[config.mk]
export PLATFORM = sky130hd
export DESIGN_NAME = xpt_matrix
export DESIGN_NICKNAME = d
export VERILOG_FILES = /design/src/rtl/xpt_pkg.sv /design/src/rtl/xpt_bcast_ctl.sv /design/src/rtl/xpt_cfg_bank.sv /design/src/rtl/xpt_route.sv /design/src/rtl/xpt_matrix.sv
export SDC_FILE = /design/constraint.sdc
export NUM_CORES = 1
export LEC_CHECK = 0
export CORE_AREA = 2 2 112 114
export CTS_BUF_LIST = sky130_fd_sc_hd__clkbuf_8
export CTS_CLUSTER_DIAMETER = 100
export DETAILED_ROUTE_END_ITERATION = 7
export DIE_AREA = 0 0 114 116
export REMOVE_ABC_BUFFERS = 1
export SETUP_SLACK_MARGIN = 0.1
export SYNTH_ARGS = -nofsm -noshare
export SYNTH_HDL_FRONTEND = slang
export SYNTH_SLANG_ARGS = --single-unit
[constraint.sdc]
create_clock -name clk -period 2.3 [get_ports clk]
set_input_delay 0.69 -clock clk [delete_from_list [all_inputs] [get_ports clk]]
set_output_delay 0.69 -clock clk [all_outputs]
set_load 0.05 [all_outputs]
[src/rtl/xpt_pkg.sv]
package xpt_pkg;
  typedef enum logic {
    BC_IDLE = 1'b0,
    BC_ON   = 1'b1
  } bc_state_e;
endpackage

[src/rtl/xpt_bcast_ctl.sv]
module xpt_bcast_ctl
  import xpt_pkg::*;
#(
  parameter int SEL_W = 3
) (
  input  logic             clk,
  input  logic             rst,
  input  logic             bcast_req,
  input  logic [SEL_W-1:0] bcast_sel,
  input  logic             upd,
  output logic             commit,
  output logic             bcast_on,
  output logic [SEL_W-1:0] bcast_src,
  output logic             bcast_err
);
  bc_state_e state_q;
  logic      upd_q;
  logic      legal_req;

  assign legal_req = bcast_req & upd;

  always_ff @(posedge clk) begin
    if (rst) begin
      state_q   <= BC_IDLE;
      upd_q     <= 1'b0;
      bcast_src <= '0;
      bcast_err <= 1'b0;
    end else begin
      upd_q     <= upd;
      bcast_err <= bcast_req & ~upd;
      case (state_q)
        BC_IDLE: if (legal_req) begin
          state_q   <= BC_ON;
          bcast_src <= bcast_sel;
        end
        BC_ON: if (!legal_req) state_q <= BC_IDLE;
        default: state_q <= BC_IDLE;
      endcase
    end
  end

  assign bcast_on = (state_q == BC_ON);
  assign commit   = upd & ~upd_q & (state_q == BC_IDLE);

  // a low update control always ends the override
  a_r7_drop_when_update_low: assert property (@(posedge clk) disable iff (rst)
    !upd |=> !bcast_on);
  // a request without update raises the flag
  a_r9_flag_illegal_request: assert property (@(posedge clk) disable iff (rst)
    (bcast_req && !upd) |=> (bcast_err && !bcast_on));
  // the broadcast source is held for the whole override
  a_r6_source_held: assert property (@(posedge clk) disable iff (rst)
    bcast_on |=> (!bcast_on || $stable(bcast_src)));
endmodule

[src/rtl/xpt_cfg_bank.sv]
module xpt_cfg_bank #(
  parameter int N_IN   = 8,
  parameter int N_OUT  = 6,
  parameter int SEL_W  = 3,
  parameter int ADDR_W = 3
) (
  input  logic                         clk,
  input  logic                         rst,
  input  logic                         wr_en,
  input  logic [ADDR_W-1:0]            wr_addr,
  input  logic [SEL_W-1:0]             wr_sel,
  input  logic                         commit,
  input  logic                         bcast_on,
  output logic [N_OUT-1:0][SEL_W-1:0]  act_sel
);
  logic [N_OUT-1:0][SEL_W-1:0] shadow_q;
  logic                        addr_ok;

  assign addr_ok = ({1'b0, wr_addr} < (ADDR_W+1)'(N_OUT));

  always_ff @(posedge clk) begin
    if (rst) begin
      shadow_q <= '0;
      act_sel  <= '0;
    end else begin
      if (commit) act_sel <= shadow_q;
      for (int o = 0; o < N_OUT; o++) begin
        if (wr_en && addr_ok && (wr_addr == ADDR_W'(o))) shadow_q[o] <= wr_sel;
      end
    end
  end

  // the active bank is frozen while the override runs
  a_r8_active_frozen: assert property (@(posedge clk) disable iff (rst)
    bcast_on |=> $stable(act_sel));
  // an in-range write lands in the shadow bank
  a_r4_shadow_write: assert property (@(posedge clk) disable iff (rst)
    (wr_en && addr_ok) |=> (shadow_q[$past(wr_addr)] == $past(wr_sel)));
  // a level-high update never commits twice
  a_r10_single_commit: assert property (@(posedge clk) disable iff (rst)
    commit |=> !commit);
endmodule

[src/rtl/xpt_route.sv]
module xpt_route #(
  parameter int N_IN  = 8,
  parameter int N_OUT = 6,
  parameter int DW    = 4,
  parameter int SEL_W = 3
) (
  input  logic [N_IN*DW-1:0]          din,
  input  logic [N_OUT-1:0][SEL_W-1:0] act_sel,
  input  logic                        bcast_on,
  input  logic [SEL_W-1:0]            bcast_src,
  output logic [N_OUT*DW-1:0]         dout
);
  logic [DW-1:0] din_a [N_IN];

  for (genvar i = 0; i < N_IN; i++) begin : g_unpack
    assign din_a[i] = din[i*DW +: DW];
  end

  for (genvar o = 0; o < N_OUT; o++) begin : g_out
    logic [SEL_W-1:0] pick;
    assign pick = bcast_on ? bcast_src : act_sel[o];
    assign dout[o*DW +: DW] = ({1'b0, pick} < (SEL_W+1)'(N_IN)) ? din_a[pick] : '0;

    // during the override every output matches output 0
    always_comb begin
      if (bcast_on) begin
        a_r5_uniform_outputs: assert (dout[o*DW +: DW] == dout[DW-1:0]);
      end
    end
  end
endmodule

[src/rtl/xpt_matrix.sv]
module xpt_matrix
  import xpt_pkg::*;
#(
  parameter int N_IN   = 8,
  parameter int N_OUT  = 6,
  parameter int DW     = 4,
  parameter int SEL_W  = $clog2(N_IN),
  parameter int ADDR_W = $clog2(N_OUT)
) (
  input  logic                clk,
  input  logic                rst,
  input  logic                cfg_we,
  input  logic [ADDR_W-1:0]   cfg_addr,
  input  logic [SEL_W-1:0]    cfg_sel,
  input  logic                bcast_req,
  input  logic [SEL_W-1:0]    bcast_sel,
  input  logic                upd,
  input  logic [N_IN*DW-1:0]  din,
  output logic [N_OUT*DW-1:0] dout,
  output logic                bcast_active,
  output logic                bcast_err
);
  logic                        commit;
  logic                        bcast_on;
  logic [SEL_W-1:0]            bcast_src;
  logic [N_OUT-1:0][SEL_W-1:0] act_sel;

  xpt_bcast_ctl #(.SEL_W(SEL_W)) u_ctl (
    .clk(clk), .rst(rst), .bcast_req(bcast_req), .bcast_sel(bcast_sel),
    .upd(upd), .commit(commit), .bcast_on(bcast_on),
    .bcast_src(bcast_src), .bcast_err(bcast_err)
  );

  xpt_cfg_bank #(.N_IN(N_IN), .N_OUT(N_OUT), .SEL_W(SEL_W), .ADDR_W(ADDR_W)) u_bank (
    .clk(clk), .rst(rst), .wr_en(cfg_we), .wr_addr(cfg_addr), .wr_sel(cfg_sel),
    .commit(commit), .bcast_on(bcast_on), .act_sel(act_sel)
  );

  xpt_route #(.N_IN(N_IN), .N_OUT(N_OUT), .DW(DW), .SEL_W(SEL_W)) u_route (
    .din(din), .act_sel(act_sel), .bcast_on(bcast_on),
    .bcast_src(bcast_src), .dout(dout)
  );

  assign bcast_active = bcast_on;

  // nothing is overridden or flagged straight after reset
  a_r1_reset_quiet: assert property (@(posedge clk)
    rst |=> (!bcast_active && !bcast_err));
endmodule

==> results.md <==
* Nets@finish at 713
* DR WL/cell at 21.5 µm
* Number of global-route vias before repair at 4716
* Uppermost layer routed: met5
* Period minus WS final at 2.73 ns
* Fill count at 1107
* Critical R2R Capture: u_bank.act_sel[1]
* Hold Crit Start: u_bank.shadow_q[5]
* Placeable Area at 11900 µm²
* Post-Layout Cell Count at 815
* Worst Setup Slack, final at -0.432 ns
* Met3 wire len at 1260 µm
* Number of cells after detailed placement at 785
* Fin crit share at 1.19
* Final hold vios at 0
* Data required, critical path at 1.61 ns
* Static Leak at 2.43 nW
* Hold Crit Class: reg -> reg
* Root Driver: clkbuf_8
* Initial antenna violation count at 1
* Die area at 13200 µm²
* Critical Path Start Type: flip-flop
* Clk sinks at 42
* Top Family by Delay on Critical Path: multiplexers
* GR Overflow Total at 0
* DP Area at 5610 µm²
* # IOs at 72
* Fmax achieved at 366 MHz
* Worst Hold Path EP: u_bank.act_sel[5]
* Area growth from synthesis to layout at 59.1%
* Crit Path Category: reg -> out
* CTS Buf Count at 5
* First-pass GRT wire length at 26700 µm
* Multi-input logic area at 3710 µm²
* Met2 wire len at 8070 µm
* Wl on met1 at 7410 µm
* DRT Wirelength at 17500 µm
* Die width at 114 µm
* Crit-path max cell delay at 0.41 ns
* Reg-to-Reg Start: u_ctl.bcast_on
* DP HPWL at 12500 µm
* Crit path arrival time at 2.04 ns
* Hold_buf cts at 0
* Port Buffer Count at 71
* Worst Reg2Reg Path Length in Cells at 5
* Largest net degree at the start of global routing at 22
* # DRC at 0
* Initial Util at 0.347
* RSZ-0062 raised after global routing: true
* Buf/Inv on CP at 2
* Via density at 5.89
* Cells after Synth at 524
* Worst Path Max Fanout at 7
* Global Route Usage Sum at 0.262
* Max-slew violation count at 0
* Iter 0 DRT Violations at 437
* Yosys reg bits at 42
* Share of layout cells above drive strength 1 at 0.379
* Failing checks: setup timing
* Clk_lat worst skew at 0.30 ns
* Cell Pwr Density at 335 nW/µm²
* Sequential share of the synthesized area at 0.203
* CP endpoint kind: primary output
* Mapped cell area at 4140 µm²
* TritonCTS clock tree: built
* WHS at 0.455 ns
* DR pass1 iterations at 6
* Worst-path cell chain: buf_8 -> mux2_4 -> mux2i_2 -> o22ai_2 -> a31o_1 -> buf_12
* Worst slew margin at 0.670
* Yosys cell types at 42
* Slowest CP cell: dfxtp_4
* Vias at 4802
* Die H at 116 µm
* Max_cap viols at 0
* Max Root-Sink Buffers at 2
* Routability cong. at 0.986
* Synth warnings at 0
* Antenna Cells at 0
* Clock skew at 0.00902 ns
* Worst Tran Pin Value at 0.493 ns
* FF-to-FF setup slack at 0.64 ns
* VDD IR-drop max at 0.556 mV
* H-Tree Depth at 2
* Worst slack, placed at -0.670 ns
* Final Instance Area at 6590 µm²
* FF/Latch Area at 850 µm²
* Worst Hold Depth at 2
* Status: finished with violations
* Cell Rows at 40
* Worst-path clk slew at 0.08 ns
* Final setup violation count at 24
* Remaining antenna violation count at 0
* Post-synthesis average cell area at 7.90 µm²
-- registers in the layout, summed over array words and instances, names as in the netlist --
| register | flops |
|---|---|
| u_ctl.bcast_on | 1 |
| u_ctl.upd_q | 1 |
| u_bank.act_sel | 18 |
| u_ctl.bcast_err | 1 |
| u_bank.shadow_q | 18 |
| u_ctl.bcast_src | 3 |
-- synthesized netlist by cell type (all sizes together) --
master   instances  area [µm²]
and2b            1        7.51
nor2b           10        62.6
nand2           50         188
a31o            13         114
o22ai           13        81.3
and3b            1        8.76
nor3             2        15.0
and3             1        6.26
a21oi           30         173
and2             1        6.26
nor2            64         240
a2bb2oi          1        8.76
a21o             5        37.5
nor3b            4        51.3
nand3b           2        15.0
inv              6        22.5
nand2b          38         238
clkbuf          13        48.8
buf             21         195
o2bb2ai          5        43.8
o221ai           1        8.76
o32ai            1        8.76
o21ai           32         160
mux2             6        90.1
o211ai           1        12.5
o31ai           16         120
o22a            11        96.3
mux2i           93         931
o21a            14         105
dfxtp           42         841
nand4b           2        17.5
a22oi           17         128
or3b             1        8.76
a21boi           6        48.8
-- metal layers --
metal	GRT usage	vias to the layer above
met4	0.0992	2
met5	0	-
met2	0.441	243
li1	-	2209
met3	0.0329	57
met1	0.344	2291
-- worst max-delay path by stage --
| stage | start | endpoint | slack [ns] | cells after the start |
|---|---|---|---|---|
| CTS | u_ctl.bcast_on | dout[21] | -0.41 | 6 |
| detailed placement | din[5] | dout[1] | -0.67 | 6 |
| finish | u_ctl.bcast_on | dout[21] | -0.43 | 6 |
| floorplan | u_ctl.bcast_on | dout[12] | -2.08 | 4 |
| global route | u_ctl.bcast_on | dout[21] | -0.47 | 6 |
| global placement | din[5] | dout[21] | -0.65 | 6 |
-- worst reg2reg max path: stages (launching register included) --
cell and delay (ns):
dfxtp_4 0.38, buf_6 0.15, buf_4 0.15, or3b_2 0.64, nand2_1 0.14, a21oi_1 0.07
-- final cells by class --
cell class              count  area share
multi-input cells         447       0.563
repair buffers            165       0.260
flip-flops and latches     42       0.129
well taps                 147      0.0279
clock buffers               5      0.0105
clock inverters             3     0.00608
inverters                   6     0.00342
-- report_power, final --
| part | switching [mW] | internal (mW) |
|---|---|---|
| logic | 0.471 | 0.413 |
| registers | 0.0154 | 0.740 |
| clock network | 0.247 | 0.319 |
| total | 0.733 | 1.47 |
-- metrics by stage --
step	power, mW	TNS (ns)	utilization
4_1_cts	2.18	-8.34	0.535
3_5_place_dp	1.55	-14.47	0.471
5_1_grt	2.28	-9.65	0.553
6_report	2.21	-8.59	0.553
3_3_place_gp	1.55	-14.01	0.471
2_1_floorplan	1.13	-60.83	-
-- layout by cell type (no fill, tap or decap), types with 11 or more instances in the layout --
cell             count
buf_12              25
o21ai_0             16
o22a_1              11
buf_4               76
dfxtp_1             39
a31o_1              13
clkdlybuf4s50_1     28
nor2_1              57
dlygate4sd2_1       15
o31ai_2             14
nand2b_1            33
buf_6               17
mux2i_1             80
nand2_1             50
a21oi_1             19
o21ai_2             12
o21a_1              13
-- timing repair --
action / in CTS / in global routing
gates resized for setup: 142 / 43
buffers inserted: 13 / 4
pin swaps: 28 / 9
cloned: 5 / 0
endpoints found under the setup margin: 25 / 24
-- logic make-up after synthesis --
logic type             Yosys count  share of synthesized area
AND/OR/NAND/NOR                177                      0.209
multiplexers                    99                      0.247
buffers and inverters           40                     0.0644
AO/OA/AOI/OAI                  166                      0.277
flip-flops                      42                      0.203
Note: power is estimated with default switching activity, not from simulation.
